--- config.mk ---
export PLATFORM = sky130hd
export DESIGN_NAME = pwm_sync_timebase
export DESIGN_NICKNAME = d
export VERILOG_FILES = /design/src/rtl/pwm_tb_pkg.sv /design/src/rtl/pwm_tb_regs.sv /design/src/rtl/pwm_tb_counter.sv /design/src/rtl/pwm_tb_events.sv /design/src/rtl/pwm_sync_timebase.sv
export SDC_FILE = /design/constraint.sdc
export NUM_CORES = 1
export LEC_CHECK = 0
export ABC_CLOCK_PERIOD_IN_PS = 4700
export BUFFER_PORTS_ARGS = -buffer_cell sky130_fd_sc_hd__buf_2
export CAP_MARGIN = 10
export CELL_PAD_IN_SITES_DETAIL_PLACEMENT = 0
export CELL_PAD_IN_SITES_GLOBAL_PLACEMENT = 1
export CORE_ASPECT_RATIO = 0.6
export CORE_UTILIZATION = 42
export DETAILED_ROUTE_END_ITERATION = 6
export PLACE_DENSITY = 0.71
export SYNTH_ARGS = -nofsm -noshare
export SYNTH_HDL_FRONTEND = slang
export SYNTH_HIERARCHICAL = 1
export SYNTH_SLANG_ARGS = --single-unit
--- constraint.sdc ---
create_clock -name clk -period 4.7 [get_ports clk]
set_input_delay 0.47 -clock clk [delete_from_list [all_inputs] [get_ports clk]]
set_output_delay 0.47 -clock clk [all_outputs]
set_load 0.005 [all_outputs]
--- src/rtl/pwm_tb_pkg.sv ---
package pwm_tb_pkg;

  typedef enum logic [1:0] {
    CM_UP   = 2'b00,
    CM_DOWN = 2'b01,
    CM_UPDN = 2'b10,
    CM_RSVD = 2'b11
  } cnt_mode_e;

  typedef struct packed {
    logic [5:0] mask;
    logic       sync_up;
    logic       ph_en;
    cnt_mode_e  mode;
  } ctrl_t;

  localparam int NUM_SHADOW   = 6;
  localparam int NUM_SYNC_SRC = 6;
  localparam int NUM_CMP_SYNC = 3;

  // shadow slot index = write address - 1
  localparam int IDX_PRD   = 0;
  localparam int IDX_CMPA  = 1;
  localparam int IDX_CMPB  = 2;
  localparam int IDX_CMPC  = 3;
  localparam int IDX_CMPD  = 4;
  localparam int IDX_PHASE = 5;

  localparam logic [2:0] ADDR_CTRL = 3'd0;

  // control word bit positions
  localparam int CF_MODE = 0;
  localparam int CF_PHEN = 2;
  localparam int CF_SDIR = 3;
  localparam int CF_MASK = 4;
  localparam int CTRL_W  = CF_MASK + NUM_SYNC_SRC;

endpackage

--- src/rtl/pwm_tb_regs.sv ---
module pwm_tb_regs
  import pwm_tb_pkg::*;
#(
  parameter int CNT_W = 16
) (
  input  logic                                  clk,
  input  logic                                  rst_n,
  input  logic                                  wr_en,
  input  logic [2:0]                            wr_addr,
  input  logic [CNT_W-1:0]                      wr_data,
  input  logic                                  load_now,
  output ctrl_t                                 ctrl,
  output logic [NUM_SHADOW-1:0][CNT_W-1:0]      act_val,
  output logic [CNT_W-1:0]                      prd_shd
);

  logic [NUM_SHADOW-1:0][CNT_W-1:0] shd_val;

  function automatic ctrl_t decode_ctrl(logic [CNT_W-1:0] d);
    ctrl_t c;
    c.mode    = cnt_mode_e'(d[CF_MODE +: 2]);
    c.ph_en   = d[CF_PHEN];
    c.sync_up = d[CF_SDIR];
    c.mask    = d[CF_MASK +: NUM_SYNC_SRC];
    return c;
  endfunction

  function automatic logic slot_hit(logic en, logic [2:0] a, int idx);
    return en && (a == 3'(idx + 1));
  endfunction

  always_ff @(posedge clk or negedge rst_n) begin
    if (!rst_n) begin
      ctrl <= '0;
    end else if (wr_en && wr_addr == ADDR_CTRL) begin
      ctrl <= decode_ctrl(wr_data);
    end
  end

  always_ff @(posedge clk or negedge rst_n) begin
    if (!rst_n) begin
      shd_val <= '0;
      act_val <= '0;
    end else begin
      for (int i = 0; i < NUM_SHADOW; i++) begin
        if (slot_hit(wr_en, wr_addr, i)) shd_val[i] <= wr_data;
        if (load_now) act_val[i] <= shd_val[i];
      end
    end
  end

  assign prd_shd = shd_val[IDX_PRD];

endmodule

--- src/rtl/pwm_tb_counter.sv ---
module pwm_tb_counter
  import pwm_tb_pkg::*;
#(
  parameter int CNT_W = 16
) (
  input  logic             clk,
  input  logic             rst_n,
  input  cnt_mode_e        mode,
  input  logic             ph_en,
  input  logic             sync_up,
  input  logic             sync_in,
  input  logic [CNT_W-1:0] prd,
  input  logic [CNT_W-1:0] phase,
  output logic [CNT_W-1:0] count,
  output logic             count_up
);

  localparam logic [CNT_W-1:0] ONE = {{(CNT_W-1){1'b0}}, 1'b1};

  // returns {next direction, next count}
  function automatic logic [CNT_W:0] step_fn(cnt_mode_e m, logic up,
                                             logic [CNT_W-1:0] c,
                                             logic [CNT_W-1:0] p);
    logic             n_up;
    logic [CNT_W-1:0] n_c;
    n_up = up;
    n_c  = c;
    case (m)
      CM_DOWN: begin
        n_up = 1'b0;
        n_c  = (c == '0) ? p : c - ONE;
      end
      CM_UPDN: begin
        if (up) begin
          if (c >= p) begin
            n_up = 1'b0;
            n_c  = (c == '0) ? '0 : c - ONE;
          end else begin
            n_c = c + ONE;
          end
        end else begin
          if (c == '0) begin
            n_up = 1'b1;
            n_c  = (p == '0) ? '0 : ONE;
          end else begin
            n_c = c - ONE;
          end
        end
      end
      default: begin
        n_up = 1'b1;
        n_c  = (c >= p) ? '0 : c + ONE;
      end
    endcase
    return {n_up, n_c};
  endfunction

  function automatic logic dir_after_load(cnt_mode_e m, logic s_up);
    return (m == CM_UPDN) ? s_up : (m != CM_DOWN);
  endfunction

  logic sync_take;
  assign sync_take = sync_in & ph_en;

  always_ff @(posedge clk or negedge rst_n) begin
    if (!rst_n) begin
      count    <= '0;
      count_up <= 1'b1;
    end else if (sync_take) begin
      count    <= phase;
      count_up <= dir_after_load(mode, sync_up);
    end else begin
      {count_up, count} <= step_fn(mode, count_up, count, prd);
    end
  end

endmodule

--- src/rtl/pwm_tb_events.sv ---
module pwm_tb_events
  import pwm_tb_pkg::*;
#(
  parameter int CNT_W = 16
) (
  input  logic                                  clk,
  input  logic                                  rst_n,
  input  logic [CNT_W-1:0]                      count,
  input  logic [CNT_W-1:0]                      prd,
  input  logic [CNT_W-1:0]                      cmpa,
  input  logic [NUM_CMP_SYNC-1:0][CNT_W-1:0]    cmp_sync,
  input  logic [NUM_SYNC_SRC-1:0]               mask,
  input  logic                                  sw_force,
  input  logic                                  dc_a,
  input  logic                                  dc_b,
  output logic                                  evt_zero,
  output logic [NUM_SYNC_SRC-1:0]               src_hit,
  output logic                                  sync_out,
  output logic                                  out_a
);

  logic [NUM_CMP_SYNC-1:0] cmp_hit;
  logic                    evt_cmpa;

  generate
    for (genvar gi = 0; gi < NUM_CMP_SYNC; gi++) begin : g_cmp
      assign cmp_hit[gi] = (count == cmp_sync[gi]);
    end
  endgenerate

  assign evt_zero = (count == '0);
  assign evt_cmpa = (count == cmpa);
  assign src_hit  = mask & {dc_b, dc_a, cmp_hit, evt_zero};

  function automatic logic out_next(logic cur, logic zero, logic match,
                                    logic [CNT_W-1:0] ca,
                                    logic [CNT_W-1:0] p);
    if (ca == '0)      return 1'b0;
    else if (ca > p)   return 1'b1;
    else if (zero)     return 1'b1;
    else if (match)    return 1'b0;
    else               return cur;
  endfunction

  always_ff @(posedge clk or negedge rst_n) begin
    if (!rst_n) begin
      sync_out <= 1'b0;
      out_a    <= 1'b0;
    end else begin
      sync_out <= sw_force | (|src_hit);
      out_a    <= out_next(out_a, evt_zero, evt_cmpa, cmpa, prd);
    end
  end

endmodule

--- src/rtl/pwm_sync_timebase.sv ---
module pwm_sync_timebase
  import pwm_tb_pkg::*;
#(
  parameter int CNT_W = 16
) (
  input  logic             clk,
  input  logic             rst_n,
  input  logic             wr_en,
  input  logic [2:0]       wr_addr,
  input  logic [CNT_W-1:0] wr_data,
  input  logic             sync_in,
  input  logic             sw_force,
  input  logic             dc_evt_a,
  input  logic             dc_evt_b,
  output logic [CNT_W-1:0] tb_count,
  output logic             count_up,
  output logic             out_a,
  output logic             sync_out
);

  ctrl_t                                 ctrl;
  logic [NUM_SHADOW-1:0][CNT_W-1:0]      act_val;
  logic [CNT_W-1:0]                      prd_shd;
  logic [CNT_W-1:0]                      prd_act;
  logic [CNT_W-1:0]                      phase_act;
  logic [CNT_W-1:0]                      cmpa_act;
  logic [NUM_CMP_SYNC-1:0][CNT_W-1:0]    cmp_sync;
  logic                                  evt_zero;
  logic [NUM_SYNC_SRC-1:0]               src_hit;
  cnt_mode_e                             mode;
  logic                                  ph_en;

  assign prd_act   = act_val[IDX_PRD];
  assign phase_act = act_val[IDX_PHASE];
  assign cmpa_act  = act_val[IDX_CMPA];
  assign cmp_sync  = {act_val[IDX_CMPD], act_val[IDX_CMPC], act_val[IDX_CMPB]};
  assign mode      = ctrl.mode;
  assign ph_en     = ctrl.ph_en;

  pwm_tb_regs #(.CNT_W(CNT_W)) u_regs (
    .clk      (clk),
    .rst_n    (rst_n),
    .wr_en    (wr_en),
    .wr_addr  (wr_addr),
    .wr_data  (wr_data),
    .load_now (evt_zero),
    .ctrl     (ctrl),
    .act_val  (act_val),
    .prd_shd  (prd_shd)
  );

  pwm_tb_counter #(.CNT_W(CNT_W)) u_cnt (
    .clk      (clk),
    .rst_n    (rst_n),
    .mode     (mode),
    .ph_en    (ph_en),
    .sync_up  (ctrl.sync_up),
    .sync_in  (sync_in),
    .prd      (prd_act),
    .phase    (phase_act),
    .count    (tb_count),
    .count_up (count_up)
  );

  pwm_tb_events #(.CNT_W(CNT_W)) u_evt (
    .clk      (clk),
    .rst_n    (rst_n),
    .count    (tb_count),
    .prd      (prd_act),
    .cmpa     (cmpa_act),
    .cmp_sync (cmp_sync),
    .mask     (ctrl.mask),
    .sw_force (sw_force),
    .dc_a     (dc_evt_a),
    .dc_b     (dc_evt_b),
    .evt_zero (evt_zero),
    .src_hit  (src_hit),
    .sync_out (sync_out),
    .out_a    (out_a)
  );

endmodule

### Yosys cells after proc, flatten, opt, wreduce, memory -nomap -nowiden

Index checks and enable logic that the tools add are counted.

* $lt $le $gt $ge: 2
* reduce and logical (&&, ||, !) cells: 13
* equal/unequal tests: 13
* add/sub/neg operators: 2
* shift-type cells: 0
* $mul: 0
* mux-type cells: 19
* divide/modulo/power cells: 0
* bitwise logic cells: 3

Operators by type and width (number)
* $mux 16: 7
* $eq 16x16->1: 4
* $logic_not 16->1: 3
* $pmux 16 s2: 1
* $add 16x1->16 const B: 1
* $ge 16x16->1: 1
* $gt 16x16->1: 1
* $sub 16x1->16 const B: 1
* $mux 1: 10
* $eq 3x3->1 const B: 3
* $logic_and 1x1->1: 7
* $and 6x6->6: 1
* $eq 3x2->1 const B: 2
* $reduce_or 6->1: 1
* $reduce_bool 4->1: 1
* $eq 3x1->1 const B: 1
* $logic_not 3->1: 1
* $eq 2x1->1 const B: 1
* $eq 2x2->1 const B: 1
* $ne 2x1->1 const B: 1
* $pmux 1 s2: 1
* $and 1x1->1: 1
* $or 1x1->1: 1

* register bits: 221
* logic and storage cells: 72
* ROM bits: 0
* RAM bits: 0
* output and inout bits: 19
* latch bits: 0
* input port bits: 26
* memories: 0

### Longest topological paths before layout

Gate-level depths: netlist (run 1).

* depth after elaboration: 6
* mapped depth: 9

### Cells and area by module

Netlist (run 1), hierarchy kept.

Modules (own cells, without submodules)
* pwm_tb_regs: cells an instance 449, seq. area each 5054.8 um^2, instances 1, area each 7833.8 um^2
* pwm_tb_counter: cells an instance 318, seq. area each 426.7 um^2, instances 1, area each 2472.4 um^2
* pwm_tb_events: cells an instance 178, seq. area each 50.0 um^2, instances 1, area each 1413.9 um^2

### Worst setup path before layout (run 1)

OpenSTA, ideal clock, no wires.

* path type: reg-to-reg
* from: register u_cnt.count[0]
* to: register u_cnt.count[2]
* data required time: 4.577 ns
* stages on the path, launching flop included: 10
* arrival: 2.222 ns
* slack: 2.355 ns
* cells stage by stage: dfrtp_1 > inv_1 > ha_1 > nand2b_1 > a31oi_1 > o311ai_1 > a21o_1 > clkbuf_1 > o31ai_1 > o221a_1

* word-level cells in the longest chain between the ends: 6
* elaborated cells between the ends (all ways): 12

Ends and longest elaborated chain
* start: declaration: RTL line pwm_tb_counter.sv:14 `output logic [CNT_W-1:0] count,`
* start signal: assignment: RTL line pwm_tb_counter.sv:70 `count <= phase;`
* start signal: assignment: RTL line pwm_tb_counter.sv:73 `{count_up, count} <= step_fn(mode, count_up, count, prd);`
* $sub 16x1->16 or $logic_not 16->1 (tied branches)
* $mux 16: RTL line pwm_tb_counter.sv:37 `n_c = (c == '0) ? '0 : c - ONE;`
* $mux 16: RTL line pwm_tb_counter.sv:35 `if (c >= p) begin`
* $mux 16: RTL line pwm_tb_counter.sv:34 `if (up) begin`
* $pmux 16 s2 (*): RTL line pwm_tb_counter.sv:28 `case (m)`
* $mux 16 (*): RTL line pwm_tb_counter.sv:69 `end else if (sync_take) begin`

Every way passes the cells marked *; elsewhere a longest branch is shown, timed or not.
A chain may end at the register's enable or synchronous reset.

### Worst setup path after layout (run 1)

* from: register u_cnt.count[1]
* to: register u_cnt.count[5]

Same word-level chain as after synthesis.

==> results of run 1 <==
## final cells by class
type	count	share of cell area
sequential	221	0.438
inverter	41	0.0122
tap	360	0.0357
multi-input combinational	609	0.436
clock buffer	27	0.0434
timing repair buffer	60	0.0289
clock inverter	4	0.00575
## power breakdown
part	switching (mW)	internal (mW)	leakage, nW	total, mW
clock network	0.699	0.924	0.298	1.62
registers	0.882	2.55	2.81	3.43
logic	1.93	1.60	2.54	3.53
total	3.51	5.08	5.65	8.59
## critical path: stages, from the launching register on
cell      delay, ns
dfrtp_1        0.67
inv_1          0.19
ha_1           0.18
nor4b_1        0.51
nand4_2        0.73
o21ai_2        0.53
nor2_1         0.09
o21ai_0        0.20
a211oi_1       0.14
## worst paths after layout
kind	start	endpoint	slack, ns	cells past startpoint
hold / removal	sw_force	u_evt/sync_out$_DFF_PN0_	0.30	3
hold reg to reg	u_regs/shd_val[72]$_DFFE_PN0P_	u_regs/act_val[72]$_DFFE_PN0P_	0.50	1
min in group asynchronous	rst_n	u_regs/act_val[51]$_DFFE_PN0P_	0.48	2
setup / recovery	u_cnt/count[1]$_DFF_PN0_	u_cnt/count[5]$_DFF_PN0_	1.29	8
max in group asynchronous	rst_n	u_regs/act_val[15]$_DFFE_PN0P_	3.17	3
setup reg to reg	u_cnt/count[1]$_DFF_PN0_	u_cnt/count[5]$_DFF_PN0_	1.29	8
## per-layer routing
metal | vias up | global-route usage | routed length, um
met5 | - | 0 | 0
met4 | 0 | 0.0261 | 255
met3 | 25 | 0.0718 | 2990
met2 | 280 | 0.290 | 11700
met1 | 3856 | 0.372 | 16600
li1 | 3364 | - | -
## per-stage QoR
stage               instance area [um2]   util
finish                            12600  0.472
global route                      12600  0.472
CTS                               12600  0.472
detailed placement                12000  0.448
global placement                  12000  0.448
floorplan                         11600      -
## flip-flops by register name, indices dropped and copies added (netlist names)
name	cells
u_regs/act_val	96
u_cnt/count	16
u_regs/prd_shd	16
u_regs/shd_val	80
u_evt/sync_out	1
u_cnt/count_up	1
u_evt/out_a	1
u_regs/ctrl	10
==> summary.txt, run 1 <==
CTS
  – CTS Sinks: 221
  – CTS hold repair buffers: 1
  – TritonCTS clock tree: built
  – Clk buf depth: 3
  – Clk pin slew, worst setup/hold paths: 0.07 ns
  – CTS resizes: 0
  – CTS Buf Count: 21
  – Post-CTS setup buffers: 0
  – Clock Tree Root: clkbuf_16
  – Worst-Skew Late Latency: between 0.5 and 0.6 ns
  – Htree depth: 1

Global routing
  – Initial antenna violation count: 0
  – First-pass GRT wire length: approximately 48 mm
  – Number of global-route vias before repair: 7246
  – Total grt overflow: 0
  – Largest net degree at the start of global routing: 105
  – All-Layer GR Usage: 0.227

Timing
  – Unrepaired setup endpoints after global routing: no
  – Period utilization: 0.725
  – Fmax: just under 0.3 GHz
  – Final setup margin: 1.29 ns
  – Sum Neg Setup Slack: 0 ns
  – Hold_ws: between 0.2 and 0.3 ns
  – Worst-margin pin slew: 1.16 ns
  – Final Slew Violations: 0
  – Minimum clock period: ~3.4 ns
  – Final setup vio count: 0
  – Post-route clock skew: 0.0232 ns
  – Relative slew slack: 0.227
  – Fin. Hold Viols: 0

Place
  – Detailed placer's ending HPWL: 22.7 mm
  – Port bufs: 44
  – Setup WS pre-CTS: 1.47 ns
  – Placed cells: 1290
  – GPL Wtd Cong: between 0.9 and 1

Critical path
  – Kind of start point of the critical path: flip-flop
  – CP endpoint kind: flip-flop
  – Critical path required time: 5.06 ns
  – Worst EP arrival: 3.77 ns
  – Critical path class: flip-flop to flip-flop
  – Critical path peak fanout: 25

Die
  – Die W: 217 um
  – Total Die Area: 28300 um2
  – Initial Utilization: 0.433
  – Ports: between 40 and 50
  – Die height: 131 um
  – Row Count: 46
  – Area of the core: 26800 um2

Finish
  – Fill count: 2420
  – FF/Latch Area: around 5500 um2
  – Diode count: 0
  – Layout net count: about 1000
  – Most common cell after layout, fill and taps aside: dfrtp_1
  – Layout area overhead: 8.85%
  – Final non-filler cell total: 1322
  – Multi-input gate area: 5500 um2
  – Share of cells above drive strength 1: 0.328
  – Commonest cells after routing, fill and taps aside: 220 x dfrtp_1, 173 x mux2_2, 49 x xnor2_1, 43 x buf_2, 42 x xor2_1

Power and ir drop
  – Cell Pwr Density: 680 nW/um2
  – Maximum vdd ir drop: 0.351 mV
  – Tot Pwr: 8.59 mW
  – Leak pwr: 5.65 nW

Route
  – Residual DRC count: 0
  – Antenna Violating Nets Remaining: 0
  – Detailed Routing Iterations Pass 1: 5
  – Routed WL: between 30 and 40 mm
  – Initial DRC count: 815
  – Number of vias per cell: ~5.7
  – Routed vias: 7525
  – Avg WL per Cell: approximately 24 um

Synth
  – Synth Cell Area: 11600 um2
  – Mean Syn Cell Area: 12.5 um2
  – Net Count, Synth: 992
  – Yosys warning count: 6
  – Syn Inst Count: 929

Outcome
  – Status: complete, no violations

Min path
  – Min-Delay Path Class: input pin to flip-flop

Job
  – # Max-Cap Violations: 0
(Power assumes the default switching activity.)
==> run 2: changes to the inputs <==
--- a/config.mk
+++ b/config.mk
@@ -5,7 +5,7 @@
 export SDC_FILE = /design/constraint.sdc
 export NUM_CORES = 1
 export LEC_CHECK = 0
-export ABC_CLOCK_PERIOD_IN_PS = 4700
+export ABC_CLOCK_PERIOD_IN_PS = 2900
 export BUFFER_PORTS_ARGS = -buffer_cell sky130_fd_sc_hd__buf_2
 export CAP_MARGIN = 10
 export CELL_PAD_IN_SITES_DETAIL_PLACEMENT = 0
@@ -13,7 +13,7 @@
 export CORE_ASPECT_RATIO = 0.6
 export CORE_UTILIZATION = 42
 export DETAILED_ROUTE_END_ITERATION = 6
-export PLACE_DENSITY = 0.71
+export PLACE_DENSITY = 0.73
 export SYNTH_ARGS = -nofsm -noshare
 export SYNTH_HDL_FRONTEND = slang
 export SYNTH_HIERARCHICAL = 1
==> constraint.sdc (replaced) <==
create_clock -name clk -period 2.9 [get_ports clk]
set_input_delay 0.29 -clock clk [delete_from_list [all_inputs] [get_ports clk]]
set_output_delay 0.29 -clock clk [all_outputs]
set_load 0.005 [all_outputs]
==> run 2 against run 1 <==
Net effect:
- via count up 2.9%
- sequential power up 54%
- hold slack worse by 0.18 ns
- clock-buffer cell count up 4
- final area up 2.9%
- clock power up 75%
- first-iteration DRC count up 7.7%
- total power up 69%
- setup slack worse by 1.1 ns
- final cell count up 3.3%
- utilization up 1.4 points
- register-to-register slack worse by 1.1 ns
- critical path type unchanged
- critical endpoint is now u_cnt/count[9]$_DFF_PN0_
- largest cell class unchanged
- largest power group unchanged
==> summary.txt, run 2 (synthesis results as in run 1) <==
Outcome
  – Status: complete, no violations

Die
  – Total Die Area: 28300 um2
  – Area of the core: 26800 um2
  – Die W: 217 um
  – Die height: approximately 130 um
  – Row Count: 46
  – Initial Utilization: 0.433
  – Ports: 45

Critical path
  – Flop-to-flop setup slack: ~0.2 ns
  – Critical path class: flip-flop to flip-flop
  – Critical path peak fanout: 5
  – Kind of start point of the critical path: flip-flop
  – CP endpoint kind: flip-flop
  – Worst EP arrival: 3.12 ns
  – Critical path required time: 3.32 ns

CTS
  – CTS Sinks: about 220
  – Clk pin slew, worst setup/hold paths: 0.07 ns
  – CTS Buf Count: 21
  – CTS hold repair buffers: 1
  – Post-CTS setup buffers: 0
  – TritonCTS clock tree: built
  – Clk buf depth: 3
  – Worst-Skew Late Latency: 0.52 ns
  – Clock Tree Root: clkbuf_16
  – CTS resizes: 0
  – Htree depth: 1

Finish
  – Most common cell after layout, fill and taps aside: dfrtp_1
  – Share of cells above drive strength 1: 0.357
  – Fill count: 2428
  – Post-route cell area: 13000 um2
  – Diode count: 0
  – Max reg flops: 96
  – Top flop regs: u_regs/act_val (96), u_regs/shd_val (80)
  – Commonest cells after routing, fill and taps aside: 220 x dfrtp_1, 173 x mux2_2, 49 x buf_4, 49 x xnor2_1, 43 x buf_2
  – Multi-input gate area: 5500 um2
  – Layout area overhead: 12.0%
  – Largest reg by FF count: u_regs/act_val
  – FF/Latch Area: 5530 um2
  – Layout net count: 1054

Timing
  – Final Slew Violations: 0
  – Worst-margin pin slew: approximately 0.83 ns
  – Period utilization: 0.931
  – Fmax: approximately 0.37 GHz
  – Minimum clock period: 2.70 ns
  – Fin. Hold Viols: 0
  – Final setup vio count: 0
  – Unrepaired setup endpoints after global routing: no
  – Sum Neg Setup Slack: 0 ns
  – Relative slew slack: 0.444
  – Post-route clock skew: 0.0116 ns

Place
  – GPL Wtd Cong: 0.970
  – Detailed placer's ending HPWL: 23.4 mm
  – Port bufs: between 40 and 50
  – Placed inst area: 12300 um2

Global routing
  – All-Layer GR Usage: 0.237
  – Largest net degree at the start of global routing: 73
  – Initial antenna violation count: 0
  – Number of global-route vias before repair: 7701
  – First-pass GRT wire length: 49.9 mm
  – Total grt overflow: 0

Route
  – Routed WL: 32.4 mm
  – Initial DRC count: 878
  – Routed vias: 7745
  – Residual DRC count: 0
  – Antenna Violating Nets Remaining: 0
  – Number of vias per cell: roughly 5.7
  – Avg WL per Cell: 23.7 um
  – Detailed Routing Iterations Pass 1: 5

Job
  – # Max-Cap Violations: 0

Power and ir drop
  – Cell Pwr Density: between 1000 and 1500 nW/um2
  – Maximum vdd ir drop: 0.620 mV
  – Tot Pwr: 14.5 mW
  – Leak pwr: around 5.9 nW

Min path
  – Min-Delay Path Class: input pin to flip-flop
-- run 2: final cells by class --
cell class,instances,share of cell area
flip-flops and latches,221,0.426
clock inverters,6,0.00664
repair buffers,97,0.0514
inverters,41,0.0118
multi-input cells,609,0.423
clock buffers,31,0.0464
well taps,360,0.0347
-- run 2: routing by layer --
metal / GRT usage / vias to the layer above / routed length [um]
li1: - / 3445 / -
met5: 0 / - / 0
met1: 0.398 / 3986 / 17400
met2: 0.304 / 290 / 11800
met4: 0.0302 / 0 / 346
met3: 0.0532 / 24 / 2820
-- run 2: critical path: stages, from the launching register on --
cell and delay [ns]:
dfrtp_1 0.41, inv_1 0.06, ha_1 0.31, a211o_1 0.26, a31oi_1 0.22, o311ai_1 0.20
a211oi_1 0.55, buf_4 0.23, a221oi_1 0.07, a211oi_1 0.28
-- run 2: final timing paths --
kind,start,endpoint,cells past startpoint
setup / recovery,u_regs/act_val[2]$_DFFE_PN0P_,u_cnt/count[9]$_DFF_PN0_,9
hold / removal,sw_force,u_evt/sync_out$_DFF_PN0_,3
setup reg to reg,u_regs/act_val[2]$_DFFE_PN0P_,u_cnt/count[9]$_DFF_PN0_,9
hold reg to reg,u_regs/shd_val[40]$_DFFE_PN0P_,u_regs/act_val[40]$_DFFE_PN0P_,1
max in group asynchronous,rst_n,u_cnt/count_up$_DFF_PN1_,3
min in group asynchronous,rst_n,u_regs/shd_val[51]$_DFFE_PN0P_,2
-- run 2: where the power goes --
group	internal [mW]	switching [mW]
Combinational	2.86	3.54
Sequential	4.13	1.13
Clock	1.62	1.21
Total	8.62	5.88
-- run 2: per-stage QoR --
| step | setup slack, ns | util | instances | hold WS, ns |
|---|---|---|---|---|
| after floorplan | 0.555 | - | 929 | -0.00559 |
| after global placement | 0.348 | 0.460 | 1327 | 0.315 |
| after detailed placement | 0.290 | 0.460 | 1327 | 0.317 |
| after CTS | 0.245 | 0.486 | 1365 | 0.104 |
| after global routing | 0.000977 | 0.486 | 1365 | 0.127 |
| final | 0.200 | 0.486 | 1365 | 0.117 |
==> run 3: changes to the inputs <==
--- a/config.mk
+++ b/config.mk
@@ -6,14 +6,14 @@
 export NUM_CORES = 1
 export LEC_CHECK = 0
 export ABC_CLOCK_PERIOD_IN_PS = 2900
-export BUFFER_PORTS_ARGS = -buffer_cell sky130_fd_sc_hd__buf_2
 export CAP_MARGIN = 10
 export CELL_PAD_IN_SITES_DETAIL_PLACEMENT = 0
 export CELL_PAD_IN_SITES_GLOBAL_PLACEMENT = 1
 export CORE_ASPECT_RATIO = 0.6
 export CORE_UTILIZATION = 42
 export DETAILED_ROUTE_END_ITERATION = 6
-export PLACE_DENSITY = 0.73
+export DONT_BUFFER_PORTS = 1
+export PLACE_DENSITY = 0.71
 export SYNTH_ARGS = -nofsm -noshare
 export SYNTH_HDL_FRONTEND = slang
 export SYNTH_HIERARCHICAL = 1
==> run 3 against run 2 <==
Net effect:
- first-iteration DRC count decreased by 12%
- non-clock buffer count decreased by 28
- global-route usage increased by 0.37 points
- largest cell class unchanged
- register-to-register slack got worse by 0.07 ns
- the run now ends with hold timing left
- hold slack got worse by 0.65 ns
==> summary.txt, run 3 (synthesis results as in run 1) <==
Die
  – Row Count: 46
  – Die height: 131 um
  – Die W: 217 um
  – Ports: 45
  – Initial Utilization: 0.433
  – Total Die Area: 28300 um2
  – Area of the core: 26800 um2

Global routing
  – All-Layer GR Usage: 0.241
  – Largest net degree at the start of global routing: 222
  – First-pass GRT wire length: 50.1 mm
  – Number of global-route vias before repair: 7492
  – Initial antenna violation count: 0
  – Total grt overflow: 0

Power and ir drop
  – Clock share of power: 0.199
  – Combinational power share: 0.438
  – Internal power: between 8 and 9 mW
  – Cell Pwr Density: approximately 1100 nW/um2
  – Net Sw Power: 5.92 mW
  – Maximum vdd ir drop: 0.494 mV
  – Sequential Power Share: 0.364
  – Leak pwr: 5.76 nW
  – Switching share of power: 0.409
  – Tot Pwr: 14.5 mW

Route
  – Residual DRC count: 0
  – Routed WL: 32.8 mm
  – Antenna Violating Nets Remaining: 0
  – Initial DRC count: 773
  – Routed vias: about 7600
  – Number of vias per cell: 5.69
  – Avg WL per Cell: 24.5 um
  – Detailed Routing Iterations Pass 1: 6

CTS
  – CTS Sinks: 221
  – Post-CTS setup buffers: 0
  – CTS resizes: 0
  – TritonCTS clock tree: built
  – CTS hold repair buffers: 17
  – Clk pin slew, worst setup/hold paths: 0.07 ns
  – Worst-Skew Late Latency: 0.53 ns
  – Clock Tree Root: clkbuf_16
  – Clk buf depth: 3
  – Htree depth: 1
  – CTS Buf Count: 22

Timing
  – Final setup margin: 0.131 ns
  – Worst-margin pin slew: between 0.8 and 0.9 ns
  – Final setup vio count: 0
  – Unrepaired setup endpoints after global routing: yes
  – Period utilization: 0.955
  – Minimum clock period: 2.77 ns
  – Hold_ws: -0.533 ns
  – Relative slew slack: 0.437
  – Fmax: 0.361 GHz
  – Sum Neg Setup Slack: 0 ns
  – Fin. Hold Viols: around 220
  – Final Slew Violations: 0
  – Post-route clock skew: 0.0155 ns

Place
  – Placed cells: 1283
  – Detailed placer's ending HPWL: 23.4 mm
  – GPL Wtd Cong: between 0.9 and 1
  – Setup WS pre-CTS: 0.261 ns
  – Port bufs: 0

Finish
  – Layout net count: 1027
  – Layout area overhead: 11.7%
  – Final non-filler cell total: 1340
  – Share of cells above drive strength 1: 0.327
  – Max reg flops: 96
  – Largest reg by FF count: u_regs/act_val
  – Most common cell after layout, fill and taps aside: dfrtp_1
  – Fill count: approximately 2500
  – Diode count: 0
  – Commonest cells after routing, fill and taps aside: 220 x dfrtp_1, 173 x mux2_2, 49 x buf_4, 49 x xnor2_1, 42 x xor2_1
  – Top flop regs: u_regs/act_val (96), u_regs/shd_val (80)

Outcome
  – Failing checks: hold timing
  – Status: finished with violations

Critical path
  – CP endpoint kind: flip-flop
  – Kind of start point of the critical path: flip-flop
  – Critical path class: flip-flop to flip-flop
  – Critical path peak fanout: 10
  – Critical path required time: between 3 and 4 ns
  – Worst EP arrival: 3.20 ns

Job
  – # Max-Cap Violations: 0

Min path
  – Min-Delay Path Class: input pin to asynchronous set/reset pin
==> run 3: layer usage <==
layer | share of wire | global-route usage | up-vias
li1 | - | - | 3420
met1 | 0.54 | 0.406 | 3916
met2 | 0.36 | 0.300 | 256
met3 | 0.084 | 0.0583 | 32
met4 | 0.011 | 0.0360 | 0
met5 | 0 | 0 | -
==> run 3: worst max-delay path: stages (launching register included) <==
cell      delay [ns]
dfrtp_1         0.50
buf_12          0.21
ha_1            0.18
a211o_1         0.29
a31oi_1         0.18
o311ai_1        0.20
a211oi_1        0.54
buf_4           0.24
a221oi_1        0.08
a211oi_1        0.28
==> run 3: final timing paths <==
| check | startpoint | cells past startpoint | endpoint | slack [ns] |
|---|---|---|---|---|
| hold reg to reg | u_regs/shd_val[87]$_DFFE_PN0P_ | 1 | u_regs/act_val[87]$_DFFE_PN0P_ | 0.50 |
| setup / recovery | u_cnt/count[1]$_DFF_PN0_ | 9 | u_cnt/count[5]$_DFF_PN0_ | 0.13 |
| hold / removal | rst_n | 0 | u_regs/act_val[67]$_DFFE_PN0P_ | -0.53 |
| setup reg to reg | u_cnt/count[1]$_DFF_PN0_ | 9 | u_cnt/count[5]$_DFF_PN0_ | 0.13 |
| min in group clk | dc_evt_b | 3 | u_evt/sync_out$_DFF_PN0_ | 0.11 |
| max in group asynchronous | rst_n | 0 | u_cnt/count[14]$_DFF_PN0_ | 3.04 |
==> run 3: power groups by stage <==
stage,Sequential (mW),Clock [mW],Combinational (mW)
floorplan,4.82,0,4.45
global placement,5.29,0,6.08
detailed placement,5.30,0,6.07
CTS,5.26,2.94,6.18
global route,5.41,3.07,6.83
finish,5.28,2.88,6.34
==> run 3: final cells by class <==
class | instances | area (um2) | share of cell area
clock buffers | 29 | 618 | 0.0477
clock inverters | 11 | 96.3 | 0.00744
inverters | 41 | 154 | 0.0119
multi-input cells | 609 | 5500 | 0.425
flip-flops and latches | 221 | 5530 | 0.427
well taps | 360 | 450 | 0.0348
repair buffers | 69 | 598 | 0.0462
==> run 3: stage by stage <==
| stage | area, um2 | hold slack (ns) | util |
|---|---|---|---|
| after floorplan | 11600 | -0.00559 | - |
| after global placement | 12100 | 0.00452 | 0.451 |
| after detailed placement | 12100 | 0.00384 | 0.451 |
| after CTS | 13000 | -0.547 | 0.484 |
| after global routing | 13000 | -0.558 | 0.484 |
| final | 13000 | -0.533 | 0.484 |
